<file path="config.mk">
export PLATFORM = sky130hd
export DESIGN_NAME = cal_clock
export DESIGN_NICKNAME = d
export VERILOG_FILES = /design/src/rtl/cal_pkg.sv /design/src/rtl/cal_bcd_inc.sv /design/src/rtl/cal_month_len.sv /design/src/rtl/cal_time_next.sv /design/src/rtl/cal_clock.sv
export SDC_FILE = /design/constraint.sdc
export NUM_CORES = 1
export LEC_CHECK = 0
export BUFFER_PORTS_ARGS = -buffer_cell sky130_fd_sc_hd__buf_2
export CORE_MARGIN = 4
export CORE_UTILIZATION = 45
export CTS_BUF_LIST = sky130_fd_sc_hd__clkbuf_16
export CTS_CLUSTER_DIAMETER = 60
export CTS_CLUSTER_SIZE = 16
export DETAILED_ROUTE_END_ITERATION = 16
export GPL_TIMING_DRIVEN = 0
export MAX_ROUTING_LAYER = met4
export PLACE_DENSITY = 0.73
export SYNTH_ARGS = -nofsm -noshare
export SYNTH_HDL_FRONTEND = slang
export SYNTH_SLANG_ARGS = --single-unit
</file>
<file path="constraint.sdc">
create_clock -name clk -period 5 [get_ports clk]
set_input_delay 0.75 -clock clk [delete_from_list [all_inputs] [get_ports clk]]
set_output_delay 0.75 -clock clk [all_outputs]
set_load 0.03 [all_outputs]
</file>
<file path="src/rtl/cal_pkg.sv">
package cal_pkg;
  localparam int TIME_W      = 32;
  localparam int YEAR_DIGITS = 4;
  localparam int YEAR_W      = 4 * YEAR_DIGITS;
  localparam int FIELD_TOP   = 28;
  localparam int MATCH_W     = FIELD_TOP + 1;

  typedef struct packed {
    logic [2:0] spare;
    logic [3:0] mon;
    logic [4:0] mday;
    logic [2:0] wday;
    logic [4:0] hour;
    logic [5:0] min;
    logic [5:0] sec;
  } cal_time_t;

  localparam logic [TIME_W-1:0] RST_TIME = 32'h021E_0000;
  localparam logic [YEAR_W-1:0] RST_YEAR = 16'h2000;
endpackage

</file>
<file path="src/rtl/cal_bcd_inc.sv">
module cal_bcd_inc #(
  parameter int DIGITS = 4,
  localparam int W = 4 * DIGITS
) (
  input  logic [W-1:0] val_i,
  output logic [W-1:0] val_o
);
  logic [DIGITS:0] carry;
  assign carry[0] = 1'b1;

  for (genvar i = 0; i < DIGITS; i++) begin : g_dig
    logic [3:0] dig;
    logic       top;
    assign dig = val_i[4*i +: 4];
    assign top = (dig >= 4'd9);
    assign val_o[4*i +: 4] = carry[i] ? (top ? 4'd0 : dig + 4'd1) : dig;
    assign carry[i+1] = carry[i] & top;
  end
endmodule

</file>
<file path="src/rtl/cal_month_len.sv">
module cal_month_len
  import cal_pkg::*;
(
  input  logic [3:0]        mon_i,
  input  logic [YEAR_W-1:0] year_i,
  output logic [4:0]        days_o
);
  // Divisible by 4 test for a two-digit BCD value.
  function automatic logic bcd_div4(input logic [7:0] b);
    logic [3:0] ones;
    ones = b[3:0];
    if (b[4]) return (ones == 4'd2) || (ones == 4'd6);
    else      return (ones == 4'd0) || (ones == 4'd4) || (ones == 4'd8);
  endfunction

  logic [7:0] yr_lo, yr_hi;
  logic       leap;
  assign yr_lo = year_i[7:0];
  assign yr_hi = year_i[YEAR_W-1:8];
  // Whole centuries follow the century digits (x400 rule), others the low digits.
  assign leap  = (yr_lo != 8'h00) ? bcd_div4(yr_lo) : bcd_div4(yr_hi);

  always_comb begin
    case (mon_i)
      4'd2:                     days_o = leap ? 5'd29 : 5'd28;
      4'd4, 4'd6, 4'd9, 4'd11:  days_o = 5'd30;
      default:                  days_o = 5'd31;
    endcase
  end
endmodule

</file>
<file path="src/rtl/cal_time_next.sv">
module cal_time_next
  import cal_pkg::*;
(
  input  cal_time_t         cur_i,
  input  logic [YEAR_W-1:0] year_i,
  output cal_time_t         nxt_o,
  output logic [YEAR_W-1:0] year_nxt_o
);
  logic [4:0]        dim;
  logic [YEAR_W-1:0] year_inc;
  logic              w_sec, w_min, w_hour, w_day, w_mon;

  cal_month_len u_mlen (.mon_i(cur_i.mon), .year_i(year_i), .days_o(dim));
  cal_bcd_inc #(.DIGITS(YEAR_DIGITS)) u_yinc (.val_i(year_i), .val_o(year_inc));

  assign w_sec  = (cur_i.sec  >= 6'd59);
  assign w_min  = w_sec  & (cur_i.min  >= 6'd59);
  assign w_hour = w_min  & (cur_i.hour >= 5'd23);
  assign w_day  = w_hour & (cur_i.mday >= dim);
  assign w_mon  = w_day  & (cur_i.mon  >= 4'd12);

  always_comb begin
    nxt_o       = cur_i;
    nxt_o.sec   = w_sec  ? 6'd0 : cur_i.sec + 6'd1;
    if (w_sec)  nxt_o.min  = w_min  ? 6'd0 : cur_i.min + 6'd1;
    if (w_min)  nxt_o.hour = w_hour ? 5'd0 : cur_i.hour + 5'd1;
    if (w_hour) begin
      nxt_o.wday = (cur_i.wday >= 3'd7) ? 3'd1 : cur_i.wday + 3'd1;
      nxt_o.mday = w_day ? 5'd1 : cur_i.mday + 5'd1;
    end
    if (w_day)  nxt_o.mon  = w_mon ? 4'd1 : cur_i.mon + 4'd1;
    year_nxt_o  = w_mon ? year_inc : year_i;
  end
endmodule

</file>
<file path="src/rtl/cal_clock.sv">
module cal_clock
  import cal_pkg::*;
#(
  parameter logic [TIME_W-1:0] RESET_TIME = RST_TIME,
  parameter logic [YEAR_W-1:0] RESET_YEAR = RST_YEAR
) (
  input  logic              clk,
  input  logic              rst,
  input  logic              tick_i,
  input  logic              time_load_i,
  input  logic              year_load_i,
  input  logic              match_time_load_i,
  input  logic              match_year_load_i,
  input  logic              alarm_clr_i,
  input  logic [TIME_W-1:0] time_wdata_i,
  input  logic [YEAR_W-1:0] year_wdata_i,
  output logic [TIME_W-1:0] time_o,
  output logic [YEAR_W-1:0] year_o,
  output logic              alarm_o
);
  cal_time_t          time_q, time_nxt;
  logic [YEAR_W-1:0]  year_q, year_nxt;
  logic [MATCH_W-1:0] mtime_q;
  logic [YEAR_W-1:0]  myear_q;
  logic               alarm_q, adv, hit;

  cal_time_next u_next (
    .cur_i(time_q), .year_i(year_q), .nxt_o(time_nxt), .year_nxt_o(year_nxt)
  );

  assign adv = tick_i & ~time_load_i & ~year_load_i;
  assign hit = adv & (time_nxt[FIELD_TOP:0] == mtime_q) & (year_nxt == myear_q);

  always_ff @(posedge clk) begin
    if (rst) begin
      time_q  <= cal_time_t'(RESET_TIME);
      year_q  <= RESET_YEAR;
      mtime_q <= '0;
      myear_q <= '0;
      alarm_q <= 1'b0;
    end else begin
      if (time_load_i)       time_q  <= cal_time_t'(time_wdata_i);
      else if (adv)          time_q  <= time_nxt;
      if (year_load_i)       year_q  <= year_wdata_i;
      else if (adv)          year_q  <= year_nxt;
      if (match_time_load_i) mtime_q <= time_wdata_i[FIELD_TOP:0];
      if (match_year_load_i) myear_q <= year_wdata_i;
      if (hit)               alarm_q <= 1'b1;
      else if (alarm_clr_i)  alarm_q <= 1'b0;
    end
  end

  assign time_o  = time_q;
  assign year_o  = year_q;
  assign alarm_o = alarm_q;

  assert_load_R2: assert property (@(posedge clk) disable iff (rst)
    time_load_i |=> (time_o == $past(time_wdata_i)));
  assert_hold_R3: assert property (@(posedge clk) disable iff (rst)
    (!tick_i && !time_load_i && !year_load_i) |=> ($stable(time_o) && $stable(year_o)));
  assert_sec_wrap_R3: assert property (@(posedge clk) disable iff (rst)
    (adv && time_q.sec == 6'd59) |=> (time_q.sec == 6'd0));
  assert_wday_wrap_R4: assert property (@(posedge clk) disable iff (rst)
    (adv && time_q.sec == 6'd59 && time_q.min == 6'd59 && time_q.hour == 5'd23
     && time_q.wday == 3'd7) |=> (time_q.wday == 3'd1));
  assert_alarm_sticky_R8: assert property (@(posedge clk) disable iff (rst)
    (alarm_o && !alarm_clr_i) |=> alarm_o);
  assert_alarm_clear_R8: assert property (@(posedge clk) disable iff (rst)
    (alarm_clr_i && !adv) |=> !alarm_o);
  assert_match_no_time_R9: assert property (@(posedge clk) disable iff (rst)
    (match_time_load_i && !time_load_i && !tick_i) |=> $stable(time_o));
endmodule

</file>
==> results of run 1 <==
[cells in the final DEF, fill, tap and decap left out, drive strengths merged, types with 13 or more instances in the layout]
cell type and instances:
ha 29, inv 31, xnor2 22, o21ai 39, buf 122, mux2i 59, nand3 25, nand4 14
dfxtp 94, nor3 30, nand2 46, nor2 140, a21oi 79, a31oi 14, clkbuf 40, a211oi 13
[repair_timing]
item,CTS,global route
resized for setup,0,1
hold buffers,0,0
setup buffers,0,0
setup endpoints to repair,0,1
[worst min-delay path, delay by kind of cell, from the launching register on]
kind	cells	cell delay, ns
DFF	1	0.32
and+or+nand+nor	1	0.06
AOI/OAI and AO/OA	1	0.06
[cell type report]
| class | instances | area share [%] |
|---|---|---|
| sequential | 94 | 25.3 |
| clock inverter | 7 | 0.775 |
| buffer | 53 | 3.12 |
| inverter | 29 | 1.47 |
| antenna | 1 | 0.0337 |
| clock buffer | 9 | 3.03 |
| multi-input combinational | 651 | 56.5 |
| timing repair buffer | 100 | 6.74 |
| tap | 180 | 3.03 |
[per-layer routing]
| layer | GRT usage [%] | wire [um] | vias to the layer above |
|---|---|---|---|
| li1 | - | - | 3220 |
| met1 | 36.8 | 9960 | 3154 |
| met2 | 38.6 | 9130 | 278 |
| met3 | 4.26 | 1420 | 34 |
| met4 | 9.02 | 473 | 0 |
| met5 | - | 0 | - |
[registers in the layout, summed over array words and instances, names as in the netlist]
signal / cells
year_o: 16
alarm_o: 1
mtime_q: 29
myear_q: 16
time_o: 32
[through the flow]
step	setup slack, ns	hold WS [ns]	power [mW]	std cells
after floorplan	1.04	0.481	1.14	827
after global placement	0.367	0.448	1.27	1107
after detailed placement	0.390	0.468	1.28	1107
after CTS	0.347	0.477	1.95	1123
after global routing	0.121	0.488	2.03	1124
final	0.335	0.477	1.94	1124
[worst min path at each step]
| stage | from | to | slack [ns] | cells past startpoint |
|---|---|---|---|---|
| floorplan | myear_q[0] | myear_q[0] | 0.48 | 2 |
| global placement | alarm_o | alarm_o | 0.45 | 2 |
| detailed placement | alarm_o | alarm_o | 0.47 | 2 |
| CTS | alarm_o | alarm_o | 0.48 | 2 |
| global route | alarm_o | alarm_o | 0.49 | 2 |
| finish | alarm_o | alarm_o | 0.48 | 2 |
[power breakdown]
part           total, mW  leakage [nW]  switching (mW)  internal, mW
clock              0.671         0.151           0.291         0.380
combinational      0.417          2.21           0.261         0.156
sequential         0.854         0.777          0.0603         0.794
[kinds of logic (layout without fill, tap and decap cells)]
kind of cell    count (synthesis)  after routing  share of synthesized area (%)
other cells                     0              1                              0
flops                          94             94                           29.3
simple gates                  315            315                           24.1
compound gates                212            212                           21.2
xor+xnor                       33             33                           4.51
mux                            61             61                           9.75
buf+inv                        82            198                           5.31
fa+ha+maj                      30             30                           5.81
==> implementation parameters, run 1 <==
Parameter                              Value

CTS
  Cell at the root of the clock tree    sky130_fd_sc_hd__clkbuf_16
  Clock tree sinks    94
  Insertion delay of the later-clocked pin in the worst-skew pair    0.35 ns
  CTS H-tree depth    3
  Clock edge transition at the registers on the reported setup and hold paths    0.06 ns
  Number of buffers on the longest clock path    2
  CTS Buf Count    9
  TritonCTS clock tree    built

Finish
  Combined area of the multi-input logic cells    4200 sq um
  End-of-flow core utilization    53.3%
  Area overhead of the layout relative to synthesis    15.8%
  Layout cell share with drive strength beyond 1    15.8%
  Sequential cell area    1880 sq um
  Final net count    1023
  Design Area, Final    7430 sq um
  Fill cell count    1409

Setup path
  Logic depth of the worst setup path including buffers    19
  Kind of cell adding the most delay to the critical path    simple AND/OR/NAND/NOR gates
  Worst setup path endpoint    alarm_o
  Combined buffer and inverter count along the critical path    3
  Setup crit end kind    register
  Cell-by-cell listing of the critical path    clkbuf_1 -> inv_1 -> ha_1 -> nand2b_1 -> nor4_1 -> o221ai_1 -> o21ai_0 -> a21oi_1 -> ha_1 -> nand2b_1 -> a21o_1 -> nand4_1 -> buf_2 -> nor2_1 -> nor3_1 -> a211oi_1 -> nand4_1 -> or4_1 -> o21ai_1
  Slowest stage delay, CP    0.50 ns
  Worst EP required    5.28 ns
  Worst Path Class, Setup    register to register
  Worst reg2reg path endpoint    alarm_o
  Maximum fanout along the worst path    10
  Worst R2R Path Depth    19
  Slack of the worst reg-to-reg path    0.33 ns
  Beginning of the critical path    year_o[4]
  FF-to-FF Start    year_o[4]
  Library cell contributing the largest single delay on the critical path    sky130_fd_sc_hd__or4_1
  CP arrival    4.95 ns
  Type of element launching the critical path    register

Floorplanning
  I/O pins    105
  Standard-cell row count    43
  Die Height    127 um
  Floorplan die area    16200 sq um
  Width of the die    127 um
  Floorplan Core Area    13900 sq um
  Initial core utilization    46.0%

Placed design
  Weighted congestion reported at the end of routability-driven placement    1.01
  Number of buffer cells added on primary ports    100
  DP HPWL    15.9 mm
  Cell area reported after detailed placement    7140 sq um

Global route
  Maximum number of pins on one net before global-route repair    15
  Global-route wire length before repair    33.1 mm
  Vias in the first global route    6289
  Global route total overflow    0
  Number of antenna violations at the first check in global routing    1
  Total global routing track utilization    26.3%

STA
  Measured slew at the worst slew-check pin    0.931 ns
  Final-report setup violation count    0
  Portion of the clock cycle consumed by the worst path in the final layout    93.3%
  Max Fclk    214 MHz
  Setup TNS after final layout    0 ns
  Setup repair after global routing missed its margin    no
  Count of pins over their slew limit    0
  Normalized max-slew margin    37.7%
  Number of hold violations in the final report    0
  Min cycle time layout    4.67 ns
  Maximum clock skew at final layout    0.00624 ns

Synthesis
  Synth top area share    29.3%
  Netlist area before placement    6410 sq um
  Number of enable-type register cells in the synthesized netlist    0
  Synthesized netlist net count    912
  Flip-flop and latch count after synthesis    94
  Count leader, synth    sky130_fd_sc_hd__nor2_1
  Sequential fraction of the synthesis area    29.3%
  Top post-synthesis cells by area    sky130_fd_sc_hd__dfxtp_1 (29%), sky130_fd_sc_hd__mux2i_1 (9.1%), sky130_fd_sc_hd__nor2_1 (8.1%)
  Unique cell type count in the Yosys netlist    79
  Number of warnings printed during yosys synthesis    0
  Top cell types by occurrence after synthesis    sky130_fd_sc_hd__nor2_1 (139), sky130_fd_sc_hd__dfxtp_1 (94), sky130_fd_sc_hd__a21oi_1 (79), sky130_fd_sc_hd__mux2i_1 (58), sky130_fd_sc_hd__nand2_1 (43)
  Primary flip-flop cell chosen by synthesis mapping    sky130_fd_sc_hd__dfxtp_1
  Post-Syn Area per Cell    7.76 sq um
  Async set-reset flop share out of synthesis    0%
  Post-Synthesis Cells    827
  Top cell type by total area after synthesis    sky130_fd_sc_hd__dfxtp_1

Detailed routing
  First-pass iteration count of the detailed router    5
  Average routed wire per standard cell    18.7 um
  Routed wire length    21.0 mm
  Via total after detailed routing    6686
  Count of routing violations after the opening detailed-route iteration    560
  Residual DRC    0
  Ratio of routed vias to standard cells    5.95
  Number of nets still failing antenna checks after routing    0

Run
  Max-capacitance violation count    0

Power
  Leakage    3.14 nW
  PwrDens    261 nW/um^2
  Maximum resistive drop on vdd    0.165 mV

Hold path
  Min-delay worst type    register to register

Status
  Outcome    complete, no violations
Power figures use the tool's default switching activity.
==> inputs of run 2 (changes only) <==
Settings changed: GPL_TIMING_DRIVEN 0 to unset.
==> run 2 against run 1 <==
Effect of this change:
- combinational power down 7.0%
- largest power group unchanged
- flip-flop and latch count unchanged
- critical endpoint unchanged
- sequential share of layout area up 0.62 points
- clock power is 7.7% lower
- highest routed layer unchanged
- worst hold slack improved by 0.014 ns
- non-clock buffer count down 39
- cell area fell by 2.4%
==> implementation parameters, run 2 (synthesis results as in run 1) <==
Parameter                              Value

Status
  Outcome    complete, no violations

STA
  Count of pins over their slew limit    0
  Maximum clock skew at final layout    0.00824 ns
  Max Fclk    216 MHz
  Setup repair after global routing missed its margin    no
  Portion of the clock cycle consumed by the worst path in the final layout    92.7%
  Setup TNS after final layout    0 ns
  Number of hold violations in the final report    0
  Min cycle time layout    4.63 ns
  Final-report setup violation count    0
  Normalized max-slew margin    34.2%
  Measured slew at the worst slew-check pin    0.987 ns

Setup path
  Worst EP required    5.29 ns
  Slowest stage delay, CP    0.68 ns
  Maximum fanout along the worst path    9
  Combined buffer and inverter count along the critical path    2
  Worst reg2reg path endpoint    alarm_o
  Setup crit end kind    register
  Type of element launching the critical path    register
  CP arrival    4.93 ns
  Library cell contributing the largest single delay on the critical path    sky130_fd_sc_hd__nor4_2
  FF-to-FF Start    year_o[0]
  Worst R2R Path Depth    18
  Slack of the worst reg-to-reg path    0.37 ns
  Worst Path Class, Setup    register to register
  Cell-by-cell listing of the critical path    inv_1 -> ha_1 -> nand2b_1 -> nor4_1 -> o221ai_1 -> o21ai_0 -> a21oi_1 -> ha_1 -> nand2b_1 -> a21oi_1 -> nor4_2 -> buf_4 -> or3_1 -> nand4_1 -> a2111oi_0 -> nand4_1 -> or4_1 -> o21ai_1
  Kind of cell adding the most delay to the critical path    simple AND/OR/NAND/NOR gates

Detailed routing
  First-pass iteration count of the detailed router    5
  Number of nets still failing antenna checks after routing    0
  Routed wire length    19.4 mm
  Average routed wire per standard cell    17.9 um
  Ratio of routed vias to standard cells    5.92
  Via total after detailed routing    6409
  Residual DRC    0
  Count of routing violations after the opening detailed-route iteration    578

Power
  Leakage    3.06 nW
  Maximum resistive drop on vdd    0.191 mV
  PwrDens    258 nW/um^2

Run
  Max-capacitance violation count    0

CTS
  Cell at the root of the clock tree    sky130_fd_sc_hd__clkbuf_16
  TritonCTS clock tree    built
  CTS H-tree depth    3
  CTS Buf Count    9
  Post-cts repair resize count    0
  Number of post-CTS setup repair buffers    0
  Clock edge transition at the registers on the reported setup and hold paths    0.06 ns
  Hold_buf cts    0
  Clock tree sinks    94
  Insertion delay of the later-clocked pin in the worst-skew pair    0.36 ns
  Number of buffers on the longest clock path    2

Placed design
  Cell area reported after detailed placement    7000 sq um
  Weighted congestion reported at the end of routability-driven placement    1.01
  Number of buffer cells added on primary ports    104
  DP HPWL    14.0 mm
  Cell count after placement    1068

Global route
  Global-route wire length before repair    31.1 mm
  Maximum number of pins on one net before global-route repair    95
  Number of antenna violations at the first check in global routing    0
  Vias in the first global route    5842
  Global route total overflow    0
  Total global routing track utilization    24.4%

Floorplanning
  I/O pins    105
  Floorplan die area    16200 sq um
  Standard-cell row count    43
  Floorplan Core Area    13900 sq um
  Initial core utilization    46.0%
  Width of the die    127 um
  Die Height    127 um

Hold path
  Endpoint of the worst hold-timing path    time_o[31]
  Start point of the worst min-delay path    time_o[31]
  Min-delay worst type    register to register
  Depth of the worst hold-timing path    2

Finish
  Design Area, Final    7250 sq um
  Commonest cells after routing, fill and taps aside    sky130_fd_sc_hd__nor2_1 (139), sky130_fd_sc_hd__buf_2 (104), sky130_fd_sc_hd__dfxtp_1 (94)
  Max FFs per register    32
  Antenna cell count    0
  Final net count    984
  Layout Cells excl Fill    1083
  Area overhead of the layout relative to synthesis    13.1%
  Leading cell type in the layout, fill and taps excluded    sky130_fd_sc_hd__nor2_1
  Layout cell share with drive strength beyond 1    15.8%
run 2: cell count changes in the layout (fill, tap and decap cells not counted):
cell | before | now
sky130_fd_sc_hd__a21oi_1 | 78 | 79
sky130_fd_sc_hd__a21oi_2 | 1 | 0
sky130_fd_sc_hd__buf_1 | 7 | 0
sky130_fd_sc_hd__buf_2 | 111 | 104
sky130_fd_sc_hd__buf_4 | 3 | 10
sky130_fd_sc_hd__buf_6 | 1 | 0
sky130_fd_sc_hd__bufinv_16 | 1 | 0
sky130_fd_sc_hd__clkbuf_1 | 31 | 0
sky130_fd_sc_hd__clkinv_1 | 0 | 2
sky130_fd_sc_hd__clkinv_2 | 4 | 1
sky130_fd_sc_hd__diode_2 | 1 | 0
sky130_fd_sc_hd__inv_1 | 31 | 32
run 2: worst reg2reg max path: stages (launching register included):
cell,delay [ns]
sky130_fd_sc_hd__dfxtp_1,0.39
sky130_fd_sc_hd__inv_1,0.14
sky130_fd_sc_hd__ha_1,0.18
sky130_fd_sc_hd__nand2b_1,0.07
sky130_fd_sc_hd__nor4_1,0.36
sky130_fd_sc_hd__o221ai_1,0.18
sky130_fd_sc_hd__o21ai_0,0.13
sky130_fd_sc_hd__a21oi_1,0.10
sky130_fd_sc_hd__ha_1,0.27
sky130_fd_sc_hd__nand2b_1,0.11
sky130_fd_sc_hd__a21oi_1,0.24
sky130_fd_sc_hd__nor4_2,0.68
sky130_fd_sc_hd__buf_4,0.26
sky130_fd_sc_hd__or3_1,0.14
sky130_fd_sc_hd__nand4_1,0.10
sky130_fd_sc_hd__a2111oi_0,0.41
sky130_fd_sc_hd__nand4_1,0.16
sky130_fd_sc_hd__or4_1,0.53
sky130_fd_sc_hd__o21ai_1,0.12
run 2: worst max path at each step:
stage / from / endpoint / cells after the start
final: year_o[0] / alarm_o / 18
after CTS: year_o[0] / alarm_o / 18
after global placement: year_o[0] / alarm_o / 18
after floorplan: year_o[8] / alarm_o / 17
after detailed placement: year_o[0] / alarm_o / 18
after global routing: year_o[0] / alarm_o / 18
run 2: layout make-up:
cell class / count / area [sq um]
repair buffers: 114 / 596
flip-flops and latches: 94 / 1880
clock inverters: 6 / 23.8
well taps: 180 / 225
clock buffers: 9 / 225
multi-input cells: 651 / 4190
inverters: 29 / 109
fillers: 1377 / 6680
run 2: power by group:
part,leakage (nW),switching [mW],internal [mW]
combinational,2.15,0.237,0.151
sequential,0.777,0.0717,0.794
clock,0.134,0.294,0.325
run 2: stage by stage:
stage	power (mW)	worst slack, ns	util [%]	hold WS, ns
after floorplan	1.14	1.04	-	0.481
after global placement	1.26	0.631	50.3	0.469
after detailed placement	1.26	0.502	50.3	0.485
after CTS	1.88	0.472	52.0	0.500
after global routing	1.96	0.0587	52.0	0.548
final	1.87	0.366	52.0	0.492
run 2: layer usage:
layer	vias to the layer above	global-route usage [%]	share of wire (%)
met1	3002	33.9	47
met2	237	36.0	44
met5	-	-	0
met3	32	4.64	6.5
met4	0	7.07	2.0
li1	3138	-	-
==> inputs of run 3 (changes only) <==
Settings changed: CELL_PAD_IN_SITES_DETAIL_PLACEMENT set to 1, CELL_PAD_IN_SITES_GLOBAL_PLACEMENT set to 2, CORE_UTILIZATION 45 to 33, PLACE_DENSITY 0.73 to 0.87.
==> run 3 against run 2 <==
Effect of this change:
- register-to-register slack improved by 0.09 ns
- clock power rose by 27%
- final cell count rose by 7.8%
- die area rose by 34%
- fmax rose by 2.0%
- first-iteration DRC count fell by 25%
- power rose by 9.4%
- combinational power rose by 2%
- wire length rose by 14%
- largest cell class unchanged
- global-route usage fell by 3.5 points
- clock skew rose by 0.0038 ns
==> implementation parameters, run 3 (synthesis results as in run 1) <==
Parameter                              Value

Floorplanning
  Initial core utilization    33.9%
  Floorplan Core Area    18900 sq um
  Width of the die    147 um
  I/O pins    105
  Floorplan die area    21700 sq um
  Standard-cell row count    50
  Die Height    147 um

Run
  Max-capacitance violation count    0

Power
  Overall power consumption    2.05 mW
  PwrDens    274 nW/um^2
  Leakage    3.12 nW
  Maximum resistive drop on vdd    0.154 mV

CTS
  Clock tree sinks    94
  Insertion delay of the later-clocked pin in the worst-skew pair    0.36 ns
  Clock edge transition at the registers on the reported setup and hold paths    0.06 ns
  CTS H-tree depth    3
  Number of buffers on the longest clock path    2
  Post-cts repair resize count    0
  Cell at the root of the clock tree    sky130_fd_sc_hd__clkbuf_16
  CTS Buf Count    9
  TritonCTS clock tree    built

Hold path
  Min-delay worst type    register to register

Detailed routing
  Count of routing violations after the opening detailed-route iteration    434
  Residual DRC    0
  Number of nets still failing antenna checks after routing    0
  Average routed wire per standard cell    18.9 um
  Ratio of routed vias to standard cells    5.47
  Via total after detailed routing    6390
  Routed wire length    22.1 mm
  First-pass iteration count of the detailed router    5

Global route
  Number of antenna violations at the first check in global routing    0
  Global route total overflow    0
  Total global routing track utilization    20.8%
  Vias in the first global route    6245
  Maximum number of pins on one net before global-route repair    60
  Global-route wire length before repair    35.4 mm

Placed design
  Cell area reported after detailed placement    7100 sq um
  Weighted congestion reported at the end of routability-driven placement    0.912
  DP HPWL    16.5 mm
  Number of buffer cells added on primary ports    104

Finish
  Layout cell share with drive strength beyond 1    16.4%
  Antenna cell count    0
  Leading cell type in the layout, fill and taps excluded    sky130_fd_sc_hd__nor2_1
  Max FFs per register    32
  Design Area, Final    7470 sq um
  Final net count    988
  Area overhead of the layout relative to synthesis    16.4%
  Commonest cells after routing, fill and taps aside    sky130_fd_sc_hd__nor2_1 (139), sky130_fd_sc_hd__buf_2 (103), sky130_fd_sc_hd__dfxtp_1 (94)

STA
  Measured slew at the worst slew-check pin    0.966 ns
  Setup repair after global routing missed its margin    no
  Count of pins over their slew limit    0
  Worst hold slack after final layout    0.498 ns
  Maximum clock skew at final layout    0.0121 ns
  Setup TNS after final layout    0 ns
  Number of hold violations in the final report    0
  Portion of the clock cycle consumed by the worst path in the final layout    90.9%
  Max Fclk    220 MHz
  Min cycle time layout    4.54 ns
  Final-report setup violation count    0
  Normalized max-slew margin    35.6%

Setup path
  Type of element launching the critical path    register
  Maximum fanout along the worst path    11
  CP arrival    4.83 ns
  Library cell contributing the largest single delay on the critical path    sky130_fd_sc_hd__a21oi_1
  Kind of cell adding the most delay to the critical path    compound AO/OA/AOI/OAI gates
  Worst Path Class, Setup    register to register
  Combined buffer and inverter count along the critical path    2
  Setup crit end kind    register
  Slowest stage delay, CP    0.60 ns
  Worst EP required    5.29 ns
  Cell-by-cell listing of the critical path    inv_1 -> ha_1 -> nand2b_1 -> nor4_1 -> o221ai_1 -> o21ai_0 -> a21oi_1 -> ha_1 -> nand2b_1 -> a21oi_1 -> nor4_2 -> buf_4 -> nand3_1 -> nor2_1 -> o221a_1 -> a2111oi_0 -> nand4b_1 -> o21ai_1

Status
  Outcome    complete, no violations
==> run 3: final cells by class <==
type	instances	area (sq um)
clock buffer	9	225
clock inverter	7	105
fill	2365	11400
inverter	29	109
multi-input combinational	651	4190
sequential	94	1880
tap	260	325
timing repair buffer	118	628
==> run 3: worst paths after layout <==
path | start | end | slack, ns | cells past startpoint
setup / recovery | year_o[0] | alarm_o | 0.46 | 18
hold / removal | time_o[31] | time_o[31] | 0.50 | 2
setup reg to reg | year_o[0] | alarm_o | 0.46 | 18
hold reg to reg | time_o[31] | time_o[31] | 0.50 | 2
==> run 3: what timing repair did <==
action / CTS / global route
hold endpoints to repair: 0 / 0
hold buffers: 0 / 0
buffers inserted: 0 / 5
setup endpoints to repair: 0 / 1
==> run 3: power by group <==
| group | internal (mW) | total [mW] | switching (mW) |
|---|---|---|---|
| combinational | 0.152 | 0.394 | 0.243 |
| clock | 0.482 | 0.787 | 0.305 |
| sequential | 0.794 | 0.867 | 0.0731 |
==> run 3: through the flow <==
stage | cells | worst slack [ns] | util (%)
6_report | 1168 | 0.456 | 39.5
5_1_grt | 1168 | 0.0783 | 39.5
4_1_cts | 1163 | 0.365 | 39.3
3_5_place_dp | 1147 | 0.430 | 37.6
3_3_place_gp | 1147 | 0.703 | 37.6
2_1_floorplan | 827 | 1.04 | -
==> run 3: layer usage <==
metal / vias to the layer above / track usage [%] / wire length, um
met5: - / - / 0
met1: 3107 / 29.2 / 11100
met3: 25 / 2.73 / 780
li1: 3138 / - / -
met2: 120 / 31.0 / 9760
met4: 0 / 6.80 / 461
==> run 3: worst min-delay path: cells and delay by family, from the launching register on <==
kind	cells	cell delay (ns)
simple gates	1	0.08
mux	1	0.06
flops	1	0.32
